--- src/rtl/t1_es_pkg.sv ---
package t1_es_pkg;
   // register addresses
   localparam int A_FEC  = 0;
   localparam int A_CEC  = 1;
   localparam int A_MASK = 2;
   localparam int A_IEN  = 3;
   localparam int A_STAT = 4;

   // event sources for the errored-second mask
   localparam int EV_FRM = 0;
   localparam int EV_CRC = 1;
   localparam int EV_LOF = 2;
   localparam int EV_LOS = 3;
   localparam int EV_AIS = 4;
   localparam int N_SRC  = 5;

   // status / interrupt bits
   localparam int ST_LOF = 0;
   localparam int ST_LOS = 1;
   localparam int ST_AIS = 2;
   localparam int ST_ES  = 3;
   localparam int ST_SEC = 4;
   localparam int N_IRQ  = 5;

   // counter slots
   localparam int C_FRM  = 0;
   localparam int C_CRC  = 1;
   localparam int N_CNT  = 2;
endpackage

--- src/rtl/t1_es_err_counter.sv ---
module t1_es_err_counter #(
   parameter int CNT_W    = 16,
   parameter bit SATURATE = 1'b1
) (
   input  logic             clk,
   input  logic             rst_n,
   input  logic             inc,
   input  logic             clr,
   output logic [CNT_W-1:0] cnt
);
   localparam logic [CNT_W-1:0] CNT_MAX = {CNT_W{1'b1}};

   logic [CNT_W-1:0] cnt_q;
   logic [CNT_W-1:0] cnt_inc;

   if (CNT_W < 2) begin : g_bad_width
      $error("t1_es_err_counter: CNT_W must be at least 2");
   end

   generate
      if (SATURATE) begin : g_sat
         always_comb cnt_inc = (cnt_q == CNT_MAX) ? cnt_q : cnt_q + 1'b1;
      end else begin : g_wrap
         always_comb cnt_inc = cnt_q + 1'b1;
      end
   endgenerate

   always_ff @(posedge clk or negedge rst_n) begin
      if (!rst_n) begin
         cnt_q <= '0;
      end else if (clr) begin
         // snapshot-and-clear keeps an event that lands in the read cycle
         cnt_q <= inc ? CNT_W'(1) : '0;
      end else if (inc) begin
         cnt_q <= cnt_inc;
      end
   end

   assign cnt = cnt_q;
endmodule

--- src/rtl/t1_es_accum.sv ---
module t1_es_accum #(
   parameter int N_SRC = 5
) (
   input  logic             clk,
   input  logic             rst_n,
   input  logic [N_SRC-1:0] evt,
   input  logic [N_SRC-1:0] mask,
   input  logic             tick,
   output logic             es_set
);
   logic seen_q;
   logic hit;

   if (N_SRC < 1) begin : g_bad_src
      $error("t1_es_accum: N_SRC must be at least 1");
   end

   assign hit    = |(evt & mask);
   assign es_set = tick & (seen_q | hit);

   always_ff @(posedge clk or negedge rst_n) begin
      if (!rst_n) begin
         seen_q <= 1'b0;
      end else if (tick) begin
         seen_q <= 1'b0;
      end else if (hit) begin
         seen_q <= 1'b1;
      end
   end
endmodule

--- src/rtl/t1_es_irq_ctrl.sv ---
module t1_es_irq_ctrl #(
   parameter int N_IRQ = 5
) (
   input  logic             clk,
   input  logic             rst_n,
   input  logic [N_IRQ-1:0] set,
   input  logic [N_IRQ-1:0] clr,
   input  logic [N_IRQ-1:0] en,
   output logic [N_IRQ-1:0] pending,
   output logic             irq
);
   logic [N_IRQ-1:0] pend_q;

   if (N_IRQ < 1) begin : g_bad_irq
      $error("t1_es_irq_ctrl: N_IRQ must be at least 1");
   end

   for (genvar i = 0; i < N_IRQ; i++) begin : g_bit
      always_ff @(posedge clk or negedge rst_n) begin
         if (!rst_n) begin
            pend_q[i] <= 1'b0;
         end else if (set[i]) begin
            pend_q[i] <= 1'b1;
         end else if (clr[i]) begin
            pend_q[i] <= 1'b0;
         end
      end
   end

   assign pending = pend_q;
   assign irq     = |(pend_q & en);
endmodule

--- src/rtl/t1_es_monitor.sv ---
module t1_es_monitor
   import t1_es_pkg::*;
#(
   parameter int CNT_W      = 16,
   parameter int DATA_W     = 16,
   parameter int ADDR_W     = 3,
   parameter bit SATURATE   = 1'b1,
   parameter bit SEC_IRQ_EN = 1'b1
) (
   input  logic              clk,
   input  logic              rst_n,
   input  logic              evt_frm_err,
   input  logic              evt_crc_err,
   input  logic              lvl_lof,
   input  logic              lvl_los,
   input  logic              lvl_ais,
   input  logic              in_sync,
   input  logic              esf_mode,
   input  logic              sec_tick,
   input  logic [ADDR_W-1:0] reg_addr,
   input  logic              reg_wr,
   input  logic              reg_rd,
   input  logic [DATA_W-1:0] reg_wdata,
   output logic [DATA_W-1:0] reg_rdata,
   output logic              irq
);
   localparam int N_REG = A_STAT + 1;

   if (CNT_W > DATA_W) begin : g_bad_cnt
      $error("t1_es_monitor: CNT_W must not exceed DATA_W");
   end
   if (DATA_W < N_SRC || DATA_W < N_IRQ) begin : g_bad_data
      $error("t1_es_monitor: DATA_W too narrow for mask/status");
   end
   if ((1 << ADDR_W) < N_REG) begin : g_bad_addr
      $error("t1_es_monitor: ADDR_W too narrow for register map");
   end

   // address decode
   logic sel_fec, sel_cec, sel_mask, sel_ien, sel_stat;
   assign sel_fec  = (reg_addr == ADDR_W'(A_FEC));
   assign sel_cec  = (reg_addr == ADDR_W'(A_CEC));
   assign sel_mask = (reg_addr == ADDR_W'(A_MASK));
   assign sel_ien  = (reg_addr == ADDR_W'(A_IEN));
   assign sel_stat = (reg_addr == ADDR_W'(A_STAT));

   // qualified counting events
   logic frm_q, crc_q;
   assign frm_q = evt_frm_err & in_sync;
   assign crc_q = evt_crc_err & in_sync & esf_mode;

   // error counters
   logic [N_CNT-1:0] cnt_inc;
   logic [N_CNT-1:0] cnt_clr;
   logic [CNT_W-1:0] cnt_q [N_CNT];

   assign cnt_inc[C_FRM] = frm_q;
   assign cnt_inc[C_CRC] = crc_q;
   assign cnt_clr[C_FRM] = reg_rd & sel_fec;
   assign cnt_clr[C_CRC] = reg_rd & sel_cec;

   for (genvar c = 0; c < N_CNT; c++) begin : g_cnt
      t1_es_err_counter #(
         .CNT_W    (CNT_W),
         .SATURATE (SATURATE)
      ) cnt_i (
         .clk   (clk),
         .rst_n (rst_n),
         .inc   (cnt_inc[c]),
         .clr   (cnt_clr[c]),
         .cnt   (cnt_q[c])
      );
   end

   // mask and enable registers
   logic [N_SRC-1:0] mask_q;
   logic [N_IRQ-1:0] ien_q;

   always_ff @(posedge clk or negedge rst_n) begin
      if (!rst_n) begin
         mask_q <= '0;
         ien_q  <= '0;
      end else if (reg_wr) begin
         if (sel_mask) mask_q <= reg_wdata[N_SRC-1:0];
         if (sel_ien)  ien_q  <= reg_wdata[N_IRQ-1:0];
      end
   end

   logic unused_wdata;
   assign unused_wdata = ^reg_wdata[DATA_W-1:(N_SRC < N_IRQ ? N_SRC : N_IRQ)];

   // errored-second accumulation
   logic [N_SRC-1:0] es_evt;
   logic             es_set;

   assign es_evt[EV_FRM] = frm_q;
   assign es_evt[EV_CRC] = crc_q;
   assign es_evt[EV_LOF] = lvl_lof;
   assign es_evt[EV_LOS] = lvl_los;
   assign es_evt[EV_AIS] = lvl_ais;

   t1_es_accum #(.N_SRC(N_SRC)) accum_i (
      .clk    (clk),
      .rst_n  (rst_n),
      .evt    (es_evt),
      .mask   (mask_q),
      .tick   (sec_tick),
      .es_set (es_set)
   );

   // status bits and interrupt
   logic [N_IRQ-1:0] st_set;
   logic [N_IRQ-1:0] st_clr;
   logic [N_IRQ-1:0] pending;

   assign st_set[ST_LOF] = lvl_lof;
   assign st_set[ST_LOS] = lvl_los;
   assign st_set[ST_AIS] = lvl_ais;
   assign st_set[ST_ES]  = es_set;

   generate
      if (SEC_IRQ_EN) begin : g_sec_on
         assign st_set[ST_SEC] = sec_tick;
      end else begin : g_sec_off
         assign st_set[ST_SEC] = 1'b0;
      end
   endgenerate

   assign st_clr = (reg_wr & sel_stat) ? reg_wdata[N_IRQ-1:0] : '0;

   t1_es_irq_ctrl #(.N_IRQ(N_IRQ)) irq_i (
      .clk     (clk),
      .rst_n   (rst_n),
      .set     (st_set),
      .clr     (st_clr),
      .en      (ien_q),
      .pending (pending),
      .irq     (irq)
   );

   // read path
   logic [DATA_W-1:0] rd_mux;
   logic [DATA_W-1:0] rdata_q;

   always_comb begin
      rd_mux = '0;
      if (sel_fec)       rd_mux = DATA_W'(cnt_q[C_FRM]);
      else if (sel_cec)  rd_mux = DATA_W'(cnt_q[C_CRC]);
      else if (sel_mask) rd_mux = DATA_W'(mask_q);
      else if (sel_ien)  rd_mux = DATA_W'(ien_q);
      else if (sel_stat) rd_mux = DATA_W'(pending);
   end

   always_ff @(posedge clk or negedge rst_n) begin
      if (!rst_n)      rdata_q <= '0;
      else if (reg_rd) rdata_q <= rd_mux;
   end

   assign reg_rdata = rdata_q;
endmodule

--- config.mk ---
export PLATFORM = sky130hd
export DESIGN_NAME = t1_es_monitor
export DESIGN_NICKNAME = d
export VERILOG_FILES = /design/src/rtl/t1_es_pkg.sv /design/src/rtl/t1_es_err_counter.sv /design/src/rtl/t1_es_accum.sv /design/src/rtl/t1_es_irq_ctrl.sv /design/src/rtl/t1_es_monitor.sv
export SDC_FILE = /design/constraint.sdc
export NUM_CORES = 1
export LEC_CHECK = 0
export ABC_AREA = 0
export BUFFER_PORTS_ARGS = -buffer_cell sky130_fd_sc_hd__buf_2
export CELL_PAD_IN_SITES_DETAIL_PLACEMENT = 0
export CELL_PAD_IN_SITES_GLOBAL_PLACEMENT = 1
export CORE_ASPECT_RATIO = 0.5
export CORE_UTILIZATION = 45
export DETAILED_ROUTE_END_ITERATION = 16
export PLACE_DENSITY_LB_ADDON = 0.1
export SLEW_MARGIN = 25
export SYNTH_ARGS = -nofsm -noshare
export SYNTH_HDL_FRONTEND = slang
export SYNTH_SLANG_ARGS = --single-unit
--- constraint.sdc ---
create_clock -name clk -period 2.07 [get_ports clk]
set_input_delay 0.207 -clock clk [delete_from_list [all_inputs] [get_ports clk]]
set_output_delay 0.207 -clock clk [all_outputs]
set_load 0.005 [all_outputs]
# Word-level counts from Yosys, hierarchy flattened
# Index checks and enable logic that the tools add are counted.
[word_totals] reg_bits=64 inputBits=31 wordCells=72
[classes] n_addsub=2 n_eq_ne=8 mux=26 bitwise=10 n_reduce_logical=15
[ops] cell="$mux W16" n=8
[ops] cell="$add A16 B1 Y16 const B" n=2
[ops] cell="$eq A16 B16 Y1 const B" n=2
[ops] cell="$mux W5" n=4
[ops] cell="$reduce_bool A2 Y1" n=8
[ops] cell="$mux W1" n=14
[ops] cell="$and A5 B5 Y5" n=2
[ops] cell="$reduce_or A5 Y1" n=2
[ops] cell="$reduce_and A2 Y1" n=4
[ops] cell="$and A1 B1 Y1" n=7
[ops] cell="$eq A3 B2 Y1 const B" n=2
[ops] cell="$ne A2 B1 Y1 const B" n=2
[ops] cell="$eq A3 B1 Y1 const B" n=1
[ops] cell="$eq A3 B3 Y1 const B" n=1
[ops] cell="$logic_not A3 Y1" n=1
[ops] cell="$or A1 B1 Y1" n=1

# Logic depth before layout (Yosys ltp)
[depth] depth_word=7 ltp_mapped=8 ltp_nobuf=5

# Cells and area by module
# A second synthesis with hierarchy kept.
[hier_totals] cells_unflattened=345 hier_area_um2=3470.8
[modules_own_cells] mod="t1_es_err_counter" instances=2 cells_per_inst=94 area_each_um2=908.4 seq_area_each_um2=400.4
[modules_own_cells] mod="t1_es_monitor" instances=1 cells_per_inst=132 area_each_um2=1378.8 seq_area_each_um2=650.6
[modules_own_cells] mod="t1_es_irq_ctrl" instances=1 cells_per_inst=18 area_each_um2=203.9 seq_area_each_um2=125.1
[modules_own_cells] mod="t1_es_accum" instances=1 cells_per_inst=7 area_each_um2=71.3 seq_area_each_um2=25.0

# Least setup slack after synthesis
# OpenSTA, ideal clock, no wires.
[synth_path] path_kind="register to register" startpoint="register g_cnt[1].cnt_i.cnt_q[0]" endpoint="register g_cnt[1].cnt_i.cnt_q[8]" t_arrival_ns=1.733 required_ns=1.993 slack_ns=0.260 path_stages_with_launch=7 synth_period_minus_slack_ns=1.810 path_cell_list="dfrtp_1 ha_1 nand2_1 or3_1 buf_2 or4_1 a21oi_1"
[synth_between] elab_chain_len=4 word_cells_on_any_way=7
[synth_lines] element="from (decl)" line_no="t1_es_err_counter.sv:13" text="logic [CNT_W-1:0] cnt_q;"
[synth_lines] element="from (signal assigned)" line_no="t1_es_err_counter.sv:33" text="cnt_q <= inc ? CNT_W'(1) : '0;"
[synth_lines] element="from (signal assigned)" line_no="t1_es_err_counter.sv:35" text="cnt_q <= cnt_inc;"
[synth_lines] element="$add A16 B1 Y16" line_no="t1_es_err_counter.sv:22" text="always_comb cnt_inc = (cnt_q == CNT_MAX) ? cnt_q : cnt_q + 1'b1;"
[synth_lines] element="$mux W16" line_no="t1_es_err_counter.sv:22"
[synth_lines] element="$mux W16" line_no="t1_es_err_counter.sv:34" text="end else if (inc) begin"
[synth_lines] element="$mux W16" line_no="t1_es_err_counter.sv:31" text="end else if (clr) begin"
# Several ways; a longest one is shown, not always the timed one. The select of a mux whose other input is x is not followed.
# A chain may end at the register's enable or synchronous reset.

# Final worst setup path
[layout_path] startpoint="register g_cnt[1].cnt_i.cnt_q[7]" endpoint="register g_cnt[1].cnt_i.cnt_q[0]"
[layout_between] elab_chain_len=3
[layout_lines] element="$eq A16 B16 Y1" line_no="t1_es_err_counter.sv:22"
[layout_lines] element="$ne A2 B1 Y1 (no line)"
[layout_lines] element="$reduce_and A2 Y1 (no line)"
# Every way passes these cells.

==> results.yml <==
run_status:
  status: "completed"
worst_setup_path:
  critical_path_class: "reg2reg"
  worst_ep_arrival_time_ns: 2.10
  crit_path_end_kind: "register"
  required_ns: 2.28
  cp-start-kind: "register"
  worst_r2r_path_depth: 4
  crit_path_max_fanout: 9
clock_tree:
  h-tree-depth: 3
  cts_tree: "yes"
  clk_pin_slew_worst_paths_ns: 0.05
  post_cts_resized: 0
  root_buffer: "clkbuf_16"
  cts.sinks: 64
  max-clock-path-buffers: 2
  cts_made_buffers: 9
  hold_buffers: 1
  insertion_delay_ns: 0.33
  post-cts-setup-buffer-count: 0
sta:
  maxSlewViolCount: 0
  rsz0062_at_grt: "no"
  tightest_slew_ns: 0.666
  setup_viol: 0
  fin_skew_ns: 0.00291
  maxSlewHeadroom_pct: 55.0
  hold_viol_final: 0
  min_period_ns: 1.89
  fmax_mhz: 529
  period_share_pct: 91.4
  final.setup.tns_ns: 0
placed_design:
  dpl-instance-area_um2: 3890
  gp_congestion: 0.836
  io_buffers: 36
  dp_hpwl_um: 6360
layout:
  fillers: 666
  synthToLayoutAreaGrowth_pct: 18.3
  multi_input_area_um2: 1800
  design_area_um2: 4160
  final_net_count: 433
  ff_latch_area_um2: 1600
  drive_gt1_share_pct: 22.6
  final_common_cell: "dfrtp_1"
  mostFrequentLayoutCells: "64 x dfrtp_1, 43 x nand2_1, 36 x buf_2"
  n_antenna_cell: 0
pwr:
  p_leak_uw: 0.00181
  clkPwrFrac_pct: 39.3
  cellPowerDensity_nw_per_um2: 827
  p_int_uw: 2510
  p_sw_uw: 932
  p_seq_share_pct: 44.6
  sw_frac_of_total_pct: 27.1
  p_comb_share_pct: 16.1
  max-vdd-ir-drop_v: 0.000467
routing:
  drc: 0
  viasPerCell: 5.89
  ant_nets: 0
  routed_wl_um: 8750
  dr_total_vias: 2931
  first_pass_iters: 4
  drt-initial-drc-count: 232
  routedWlPerCell_um: 17.6
synthesis:
  ys.flop_type: "dfrtp_1"
  async_flop_share_pct: 100
  syn_area_um2: 3510
  avgSynthCellArea_um2: 10.0
  synth_edf_count: 0
  ys_seq_area_share_pct: 45.6
  syn-num-nets: 383
  synth_cells: 350
  synth-seq-cells: 64
  ys_types: 53
  yosysWarnings: 0
floorplan:
  core_area_um2: 7430
  start_util_pct: 47.3
  dieArea_um2: 8190
  std_cell_rows: 22
  fp.dieH_um: 64.5
  ios: 48
  die_w_um: 127
global_route:
  grt_max_degree: 65
  antenna_found_initial: 0
  grt.total_usage_pct: 24.3
  grt_overflow: 0
  grt_pass1_vias: 2889
  grt_pass1_wl_um: 15100
hold_path:
  hold_depth: 2
  hp-class: "in2reg"
run:
  drv_cap: 0
cells by family (layout without fill, tap and decap cells):
kind of cell | Yosys count | after routing | synth area share, %
mux | 41 | 41 | 12.6
simple gates | 131 | 131 | 20.7
compound gates | 86 | 86 | 17.3
flops | 64 | 64 | 45.6
fa+ha+maj | 2 | 2 | 0.712
buf+inv | 26 | 78 | 3.13
critical path, cell delays in order, from the launching register on:
cell,delay [ns]
dfrtp_1,0.45
nand4_1,0.27
nor4_4,0.54
a21oi_1,0.20
mux2_2,0.31
power groups by stage:
stage	Combinational (uW)	Sequential (uW)	Clock, uW
floorplan	337	1520	0
global placement	532	1550	0
detailed placement	554	1550	0
CTS	560	1530	1390
global route	625	1560	1440
finish	553	1540	1350
Yosys cell counts, types with 2 or more instances:
| master | n | share of area, % |
|---|---|---|
| dfrtp_1 | 64 | 46 |
| nand2_1 | 43 | 4.6 |
| mux2i_1 | 23 | 6.6 |
| a21oi_1 | 21 | 3.0 |
| mux2_2 | 17 | 5.4 |
| nor2_1 | 14 | 1.5 |
| nand4_1 | 13 | 2.3 |
| inv_1 | 11 | 1.2 |
| o2bb2ai_1 | 11 | 2.7 |
| clkbuf_1 | 9 | 0.96 |
| nand3_1 | 9 | 1.3 |
| o31ai_1 | 9 | 1.9 |
| nand2b_1 | 8 | 1.4 |
| o21ai_0 | 7 | 1.0 |
| or4_1 | 7 | 1.5 |
| or3_1 | 6 | 1.1 |
| a22oi_1 | 5 | 1.1 |
| nor2b_1 | 5 | 0.89 |
| a211oi_1 | 4 | 0.85 |
| a21o_1 | 4 | 0.85 |
| and4_1 | 4 | 1.0 |
| buf_2 | 4 | 0.57 |
| nor4_1 | 4 | 0.71 |
| o211ai_1 | 4 | 0.85 |
| o22ai_1 | 4 | 0.71 |
| o41ai_1 | 4 | 1.0 |
| and3_1 | 3 | 0.53 |
| or2b_1 | 3 | 0.64 |
| a222oi_1 | 2 | 0.57 |
| a31oi_1 | 2 | 0.36 |
| and2_1 | 2 | 0.36 |
| buf_4 | 2 | 0.43 |
| ha_1 | 2 | 0.71 |
registers in the layout, indices dropped and copies added (netlist names):
register and flops:
reg_rdata 16, g_cnt.cnt_i.cnt 32, irq_i.pending 5, ien_q 5
mask_q 5, accum_i.seen_q 1
path summary, 6_finish.rpt:
path                                       start  slack [ns]                    end
setup / recovery           g_cnt[1].cnt_i.cnt[7]        0.18  g_cnt[1].cnt_i.cnt[0]
hold / removal                          sec_tick        0.07         accum_i.seen_q
setup reg to reg           g_cnt[1].cnt_i.cnt[7]        0.18  g_cnt[1].cnt_i.cnt[0]
hold reg to reg                    reg_rdata[14]        0.48          reg_rdata[14]
max in group asynchronous                  rst_n        1.35  g_cnt[1].cnt_i.cnt[3]
min in group asynchronous                  rst_n        0.41  g_cnt[0].cnt_i.cnt[9]
area by class of cell:
class / count / area share (%)
clock buffer: 12 / 6.17
sequential: 64 / 38.5
timing repair buffer: 54 / 7.94
clock inverter: 1 / 0.120
tap: 96 / 2.89
multi-input combinational: 260 / 43.4
inverter: 11 / 0.993
metrics by stage:
| step | power [uW] | worst slack [ns] | util (%) | cells | hold WS, ns |
|---|---|---|---|---|---|
| floorplan | 1860 | 0.260 | - | 350 | -0.0886 |
| global placement | 2080 | 0.252 | 52.3 | 484 | 0.250 |
| detailed placement | 2110 | 0.197 | 52.3 | 484 | 0.251 |
| CTS | 3490 | 0.183 | 55.9 | 498 | 0.0544 |
| global route | 3630 | 0.0139 | 55.9 | 498 | 0.0629 |
| finish | 3440 | 0.179 | 55.9 | 498 | 0.0655 |
metal layers:
layer	GRT usage, %	wire length (um)	part of all wire [%]	vias to the layer above
met5	0	0	0	-
met4	6.55	68	0.78	0
met3	6.28	432	4.9	5
met2	36.7	3850	44	66
met1	34.8	4400	50	1429
li1	-	-	-	1431
Note: power is estimated with default switching activity, not from simulation.
